$ cat src/rtl/ucx_pkg.sv
package ucx_pkg;
    typedef enum logic [1:0] {
        SZ_BYTE = 2'd0,
        SZ_HALF = 2'd1,
        SZ_WORD = 2'd2,
        SZ_DBL  = 2'd3
    } ucx_size_e;

    typedef enum logic [2:0] {
        ST_IDLE  = 3'd0,
        ST_REQ   = 3'd1,
        ST_WAIT  = 3'd2,
        ST_DONE  = 3'd3,
        ST_FAULT = 3'd4
    } ucx_state_e;
endpackage

$ cat src/rtl/ucx_agen.sv
module ucx_agen
    import ucx_pkg::*;
#(
    parameter int ADDR_W   = 64,
    parameter int REGNUM_W = 5,
    parameter int LANES    = 8
) (
    input  logic [REGNUM_W-1:0] ra_field,
    input  logic [ADDR_W-1:0]   ra_val,
    input  logic [ADDR_W-1:0]   rb_val,
    input  ucx_size_e           size,
    output logic [ADDR_W-1:0]   ea,
    output logic [$clog2(LANES)-1:0] off,
    output logic                misalign,
    output logic [LANES-1:0]    be
);
    localparam int OFF_W = $clog2(LANES);

    logic [ADDR_W-1:0] base;
    logic [OFF_W:0]    nbytes;
    logic [OFF_W:0]    lane_end;

    // A zero register field means a literal zero base.
    assign base     = (ra_field == '0) ? '0 : ra_val;
    assign ea       = base + rb_val;
    assign off      = ea[OFF_W-1:0];
    assign nbytes   = (OFF_W+1)'(1) << size;
    assign lane_end = {1'b0, off} + nbytes;
    assign misalign = ({1'b0, off} & (nbytes - 1'b1)) != '0;

    for (genvar i = 0; i < LANES; i++) begin : g_be
        assign be[i] = ((OFF_W+1)'(i) >= {1'b0, off}) && ((OFF_W+1)'(i) < lane_end);
    end
endmodule

$ cat src/rtl/ucx_lanes.sv
module ucx_lanes
    import ucx_pkg::*;
#(
    parameter int DATA_W = 64
) (
    input  logic [DATA_W-1:0]          st_src,
    input  logic [$clog2(DATA_W/8)-1:0] st_off,
    input  ucx_size_e                  st_size,
    output logic [DATA_W-1:0]          st_lanes,
    input  logic [DATA_W-1:0]          ld_lanes,
    input  logic [$clog2(DATA_W/8)-1:0] ld_off,
    input  ucx_size_e                  ld_size,
    output logic [DATA_W-1:0]          ld_result
);
    localparam int LANES = DATA_W / 8;
    localparam int OFF_W = $clog2(LANES);
    localparam int SH_W  = OFF_W + 3;

    logic [DATA_W-1:0] st_mask;
    logic [DATA_W-1:0] ld_mask;
    logic [DATA_W-1:0] ld_shifted;
    logic [OFF_W:0]    st_n;
    logic [OFF_W:0]    ld_n;

    assign st_n = (OFF_W+1)'(1) << st_size;
    assign ld_n = (OFF_W+1)'(1) << ld_size;

    // Byte-granular masks keep only the low N bytes.
    for (genvar j = 0; j < LANES; j++) begin : g_mask
        assign st_mask[8*j +: 8] = ((OFF_W+1)'(j) < st_n) ? 8'hFF : 8'h00;
        assign ld_mask[8*j +: 8] = ((OFF_W+1)'(j) < ld_n) ? 8'hFF : 8'h00;
    end

    assign st_lanes   = (st_src & st_mask) << SH_W'({st_off, 3'b000});
    assign ld_shifted = ld_lanes >> SH_W'({ld_off, 3'b000});
    assign ld_result  = ld_shifted & ld_mask;
endmodule

$ cat src/rtl/ucx_ldst_unit.sv
module ucx_ldst_unit
    import ucx_pkg::*;
#(
    parameter int DATA_W   = 64,
    parameter int ADDR_W   = 64,
    parameter int REGNUM_W = 5
) (
    input  logic                clk,
    input  logic                rst_n,
    input  logic                op_valid,
    output logic                op_ready,
    input  logic                op_store,
    input  logic [1:0]          op_size,
    input  logic [REGNUM_W-1:0] ra_field,
    input  logic [ADDR_W-1:0]   ra_val,
    input  logic [ADDR_W-1:0]   rb_val,
    input  logic [DATA_W-1:0]   rs_val,
    input  logic                hyp_mode,
    output logic                mem_req_valid,
    input  logic                mem_req_ready,
    output logic [ADDR_W-1:0]   mem_req_addr,
    output logic                mem_req_write,
    output logic [DATA_W/8-1:0] mem_req_be,
    output logic [DATA_W-1:0]   mem_req_wdata,
    output logic                mem_req_nc,
    output logic                mem_req_guard,
    input  logic                mem_rsp_valid,
    input  logic [DATA_W-1:0]   mem_rsp_rdata,
    output logic                done,
    output logic                wb_valid,
    output logic [DATA_W-1:0]   wb_data,
    output logic                fault_priv,
    output logic                fault_align
);
    localparam int LANES = DATA_W / 8;
    localparam int OFF_W = $clog2(LANES);

    ucx_state_e state_q, state_d;

    ucx_size_e         size_in;
    logic [ADDR_W-1:0] ea;
    logic [OFF_W-1:0]  ea_off;
    logic              misalign;
    logic [LANES-1:0]  be_calc;
    logic [DATA_W-1:0] st_lanes;
    logic [DATA_W-1:0] ld_result;

    logic [ADDR_W-1:0] addr_q;
    logic [LANES-1:0]  be_q;
    logic [DATA_W-1:0] wdata_q;
    logic              write_q;
    ucx_size_e         size_q;
    logic [OFF_W-1:0]  off_q;
    logic              priv_flt_q;
    logic [DATA_W-1:0] wb_q;

    logic accept;
    logic legal;

    assign size_in = ucx_size_e'(op_size);

    ucx_agen #(
        .ADDR_W  (ADDR_W),
        .REGNUM_W(REGNUM_W),
        .LANES   (LANES)
    ) i_agen (
        .ra_field(ra_field),
        .ra_val  (ra_val),
        .rb_val  (rb_val),
        .size    (size_in),
        .ea      (ea),
        .off     (ea_off),
        .misalign(misalign),
        .be      (be_calc)
    );

    ucx_lanes #(
        .DATA_W(DATA_W)
    ) i_lanes (
        .st_src   (rs_val),
        .st_off   (ea_off),
        .st_size  (size_in),
        .st_lanes (st_lanes),
        .ld_lanes (mem_rsp_rdata),
        .ld_off   (off_q),
        .ld_size  (size_q),
        .ld_result(ld_result)
    );

    assign accept = (state_q == ST_IDLE) && op_valid;
    assign legal  = hyp_mode && !misalign;

    // Next-state logic
    always_comb begin
        state_d = state_q;
        unique case (state_q)
            ST_IDLE:  if (op_valid) state_d = legal ? ST_REQ : ST_FAULT;
            ST_REQ:   if (mem_req_ready) state_d = write_q ? ST_DONE : ST_WAIT;
            ST_WAIT:  if (mem_rsp_valid) state_d = ST_DONE;
            ST_DONE:  state_d = ST_IDLE;
            ST_FAULT: state_d = ST_IDLE;
            default:  state_d = ST_IDLE;
        endcase
    end

    // State register and captured operation
    always_ff @(posedge clk or negedge rst_n) begin
        if (!rst_n) begin
            state_q    <= ST_IDLE;
            addr_q     <= '0;
            be_q       <= '0;
            wdata_q    <= '0;
            write_q    <= 1'b0;
            size_q     <= SZ_BYTE;
            off_q      <= '0;
            priv_flt_q <= 1'b0;
            wb_q       <= '0;
        end else begin
            state_q <= state_d;
            if (accept) begin
                addr_q     <= ea;
                be_q       <= be_calc;
                wdata_q    <= op_store ? st_lanes : '0;
                write_q    <= op_store;
                size_q     <= size_in;
                off_q      <= ea_off;
                priv_flt_q <= !hyp_mode;
            end
            if (state_q == ST_WAIT && mem_rsp_valid) begin
                wb_q <= ld_result;
            end
        end
    end

    // Outputs decoded from state
    always_comb begin
        op_ready      = 1'b0;
        mem_req_valid = 1'b0;
        done          = 1'b0;
        wb_valid      = 1'b0;
        fault_priv    = 1'b0;
        fault_align   = 1'b0;
        unique case (state_q)
            ST_IDLE:  op_ready = 1'b1;
            ST_REQ:   mem_req_valid = 1'b1;
            ST_WAIT:  ;
            ST_DONE: begin
                done     = 1'b1;
                wb_valid = !write_q;
            end
            ST_FAULT: begin
                fault_priv  = priv_flt_q;
                fault_align = !priv_flt_q;
            end
            default:  ;
        endcase
    end

    assign mem_req_addr  = addr_q;
    assign mem_req_write = write_q;
    assign mem_req_be    = be_q;
    assign mem_req_wdata = wdata_q;
    assign mem_req_nc    = mem_req_valid;
    assign mem_req_guard = mem_req_valid;
    assign wb_data       = wb_valid ? wb_q : '0;
endmodule

$ cat config.mk
export PLATFORM = sky130hd
export DESIGN_NAME = ucx_ldst_unit
export DESIGN_NICKNAME = d
export VERILOG_FILES = /design/src/rtl/ucx_pkg.sv /design/src/rtl/ucx_agen.sv /design/src/rtl/ucx_lanes.sv /design/src/rtl/ucx_ldst_unit.sv
export SDC_FILE = /design/constraint.sdc
export NUM_CORES = 1
export LEC_CHECK = 0
export BUFFER_PORTS_ARGS = -buffer_cell sky130_fd_sc_hd__buf_2
export CAP_MARGIN = 30
export CORE_AREA = 2 2 186 188
export CTS_CLUSTER_DIAMETER = 80
export DETAILED_ROUTE_END_ITERATION = 10
export DIE_AREA = 0 0 188 190
export PLACE_DENSITY = 0.72
export SETUP_SLACK_MARGIN = 0.02
export SLEW_MARGIN = 40
export SYNTH_ARGS = -nofsm -noshare
export SYNTH_HDL_FRONTEND = slang
export SYNTH_SLANG_ARGS = --single-unit
$ cat constraint.sdc
create_clock -name clk -period 3.4 [get_ports clk]
set_input_delay 0.17 -clock clk [delete_from_list [all_inputs] [get_ports clk]]
set_output_delay 0.17 -clock clk [all_outputs]
set_load 0.05 [all_outputs]
==> impl_metrics.py <==
metrics = {
    "outcome": {
        "status": "completed",
    },
    "synthesis": {
        "synth_seq_cells": 207,
        "synth_mux_area_share_pct": 7.99,
        "yosys_warnings": 0,
        "synthAdderAreaFrac_pct": 5.82,
        "netlist_area_sq_mm": 0.0153,
        "synth_top_family_by_area": "compound AO/OA/AOI/OAI gates",
        "yosysTopAreaCell": "dfrtp_1",
        "synth-edff-count": 0,
        "yosys-top-cells-count": "nand2_1, dfrtp_1, o21ai_0, a21oi_1, clkbuf_1",
        "synthSimpleGateAreaFrac_pct": 19.2,
        "synth.most_common_cell": "nand2_1",
        "ys_seq_area_share_pct": 33.8,
        "ys_dominant_reg_cell": "dfrtp_1",
        "synth_cells": 1790,
        "avgSynthCellArea_sq_um": 8.55,
        "async_reset_ff_share_pct": 100,
        "synth_cell_types": 85,
        "synthTopCellsByArea": "dfrtp_1, o21ai_0, ha_1",
        "synth_xor_area_share_pct": 3.38,
        "synth_top_area_share_pct": 33.8,
        "synth_compound_area_share_pct": 25.9,
        "syn_nets": 2130,
    },
    "timing": {
        "worstMarginPinSlew_ps": 791,
        "setup_viol": 0,
        "tns_ps": 0,
        "finalCriticalPeriod_ps": 3290,
        "slew_headroom_pct": 47.2,
        "finalMaxSlewViolations": 0,
        "max_freq_mhz": 304,
        "hold_violations": 0,
        "rsz0062_at_grt": "true",
        "finalCritPeriodShare_pct": 96.8,
        "fin_worst_skew_ps": 13.4,
    },
    "floorplan": {
        "core_sq_mm": 0.0339,
        "die_w_microns": 188,
        "start_util_pct": 45.1,
        "die_area_sq_mm": 0.0357,
        "ios": 479,
        "die_h_microns": 190,
        "rows": 68,
    },
    "setup_path": {
        "critPathLaunchType": "primary input",
        "path_max_fanout": 17,
        "worstPathArrival_ps": 3690,
        "critical_path.max_stage_delay_ps": 540,
        "end_kind": "flop",
        "crit_type": "primary input to flop",
        "cp_slowest_cell": "or4_4",
        "critical_path_required_ps": 3790,
        "crit_top_cell": "o21ai_1",
        "worstPathCellList": "buf_6 > or4_4 > nor2_4 > buf_12 > buf_16 > nor2b_1 > ha_1 > buf_4 > nand4_1 > o22ai_2 > a31oi_1 > o21ai_1 > a31o_2 > a221oi_4 > o41a_1 > o311ai_2 > xnor2_1 > o21ai_1",
    },
    "placed_design": {
        "place_congestion": 0.971,
        "placed_area_sq_mm": 0.0198,
        "dp.cells": 2833,
        "hpwl_mm": 45.9,
        "port_buffers": 478,
    },
    "drt": {
        "viasPerCell": 5.69,
        "num_vias": 16500,
        "avgRoutedWirePerCell_microns": 20.4,
        "drc": 0,
        "wirelength_mm": 59.1,
        "drt-initial-drc-count": 1206,
        "drt-pass1-iter-count": 6,
        "ant_nets": 0,
    },
    "cts": {
        "cts_buffers": 24,
        "cts_tree": "built",
        "clk_latency_ps": 540,
        "clk_transition_reported_paths_ps": 70,
        "cts_sinks": 207,
        "htreeDepth": 1,
        "cts.path.max_buffers": 3,
        "root_buffer": "clkbuf_16",
    },
    "grt": {
        "grt_max_degree": 93,
        "grt-ovfl-total": 0,
        "grt_pass1_wl_mm": 90.2,
        "grt_pass1_vias": 16100,
        "grt_antenna_before_repair": 10,
        "track_usage_pct": 31.9,
    },
    "power_and_ir_drop": {
        "ir_drop_mv": 0.469,
        "power_density_mw_per_mm2": 703,
        "leakage_nw": 10.6,
    },
    "layout": {
        "drive_gt1_share_pct": 35.6,
        "nNetsFinal": 2763,
        "final_cell_area_sq_mm": 0.0208,
        "area_growth_pct": 36.2,
        "final_cells": 2902,
    },
    "job": {
        "drv_cap": 0,
    },
    "hold_path": {
        "hp-class": "primary input to flop",
    },
}
[power by group]
part           internal (mW)  switching (mW)  total (mW)
Clock                   1.54            1.13        2.67
Sequential              3.36           0.677        4.03
Combinational           2.52            5.43        7.95
Total                   7.42            7.23        14.7
[sequential cells by signal (all words and copies together) (netlist names)]
name	count
state_q	3
mem_req_be	8
mem_req_wdata	64
size_q	2
priv_flt_q	1
mem_req_write	1
wb_q	64
mem_req_addr	64
[per-stage QoR]
step / hold slack, ps / power [mW] / setup slack (ps) / util (%)
5_1_grt: 49.9 / 15.4 / -16.9 / 61.4
3_5_place_dp: 299 / 11.9 / -493 / 58.2
4_1_cts: 8.05 / 14.6 / 55.3 / 60.9
3_3_place_gp: 293 / 11.8 / -441 / 58.2
2_1_floorplan: -126 / 9.41 / -18.2 / -
6_report: 27.9 / 14.7 / 109 / 61.4
[layout by cell type (no fill, tap or decap), types with 42 or more instances in the layout]
cell type | netlist | layout
buf_2 | 0 | 476
buf_4 | 5 | 234
nand2_1 | 225 | 224
dfrtp_1 | 207 | 204
o21ai_0 | 187 | 181
a21oi_1 | 124 | 117
nor2b_1 | 89 | 88
nor2_1 | 83 | 81
a22o_1 | 73 | 73
and2_1 | 72 | 72
ha_1 | 68 | 67
mux2i_1 | 57 | 57
a21o_1 | 52 | 52
mux2_2 | 42 | 42
[cell families (layout without fill, tap and decap cells)]
group | after synthesis | in the layout
AND/OR/NAND/NOR | 589 | 589
buffers and inverters | 145 | 796
XOR/XNOR | 59 | 59
multiplexers | 107 | 107
AO/OA/AOI/OAI | 613 | 613
adder cells (fa/ha/maj) | 70 | 70
other | 0 | 6
flip-flops | 207 | 207
[path summary, 6_finish.rpt]
kind,start,to,slack (ps),cells past startpoint
worst max-delay path,ra_field[4],mem_req_addr[57],110,18
worst min-delay path,rs_val[4],mem_req_wdata[4],30,3
worst max register to register,state_q[0],wb_q[60],840,6
worst min register to register,mem_req_addr[10],mem_req_addr[10],470,2
max in group asynchronous,rst_n,wb_q[0],2290,4
min in group asynchronous,rst_n,mem_req_wdata[9],70,2
[what timing repair did]
action / in CTS / in global routing
hold endpoints to repair: 101 / 0
setup buffers: 0 / 5
hold buffers: 12 / 0
gates resized for setup: 0 / 19
endpoints found under the setup margin: 0 / 21
[layer usage]
| metal | GRT usage (%) | up-vias | wire length (microns) | share of wire (%) |
|---|---|---|---|---|
| met5 | 0 | - | 41 | 0.069 |
| met4 | 11.2 | 8 | 2120 | 3.6 |
| met3 | 5.63 | 131 | 4940 | 8.4 |
| met2 | 54.4 | 820 | 28400 | 48 |
| met1 | 40.7 | 7795 | 23700 | 40 |
| li1 | - | 7767 | - | - |
[critical path: cells and delay by family]
kind | cells | cell delay (ps)
buffers and inverters | 4 | 530
AO/OA/AOI/OAI | 8 | 1570
XOR/XNOR | 1 | 150
adder cells (fa/ha/maj) | 1 | 350
AND/OR/NAND/NOR | 4 | 920
[layout make-up]
class,count,area (sq um)
Clock inverter,8,80.1
Fill cell,2965,13100
Multi-Input combinational cell,1438,9710
Tap cell,455,569
Inverter,18,68.8
Timing Repair Buffer,734,4510
Sequential cell,207,5180
Clock buffer,36,717
Antenna cell,6,15.0
No activity file was read; power rests on OpenSTA's default activity.
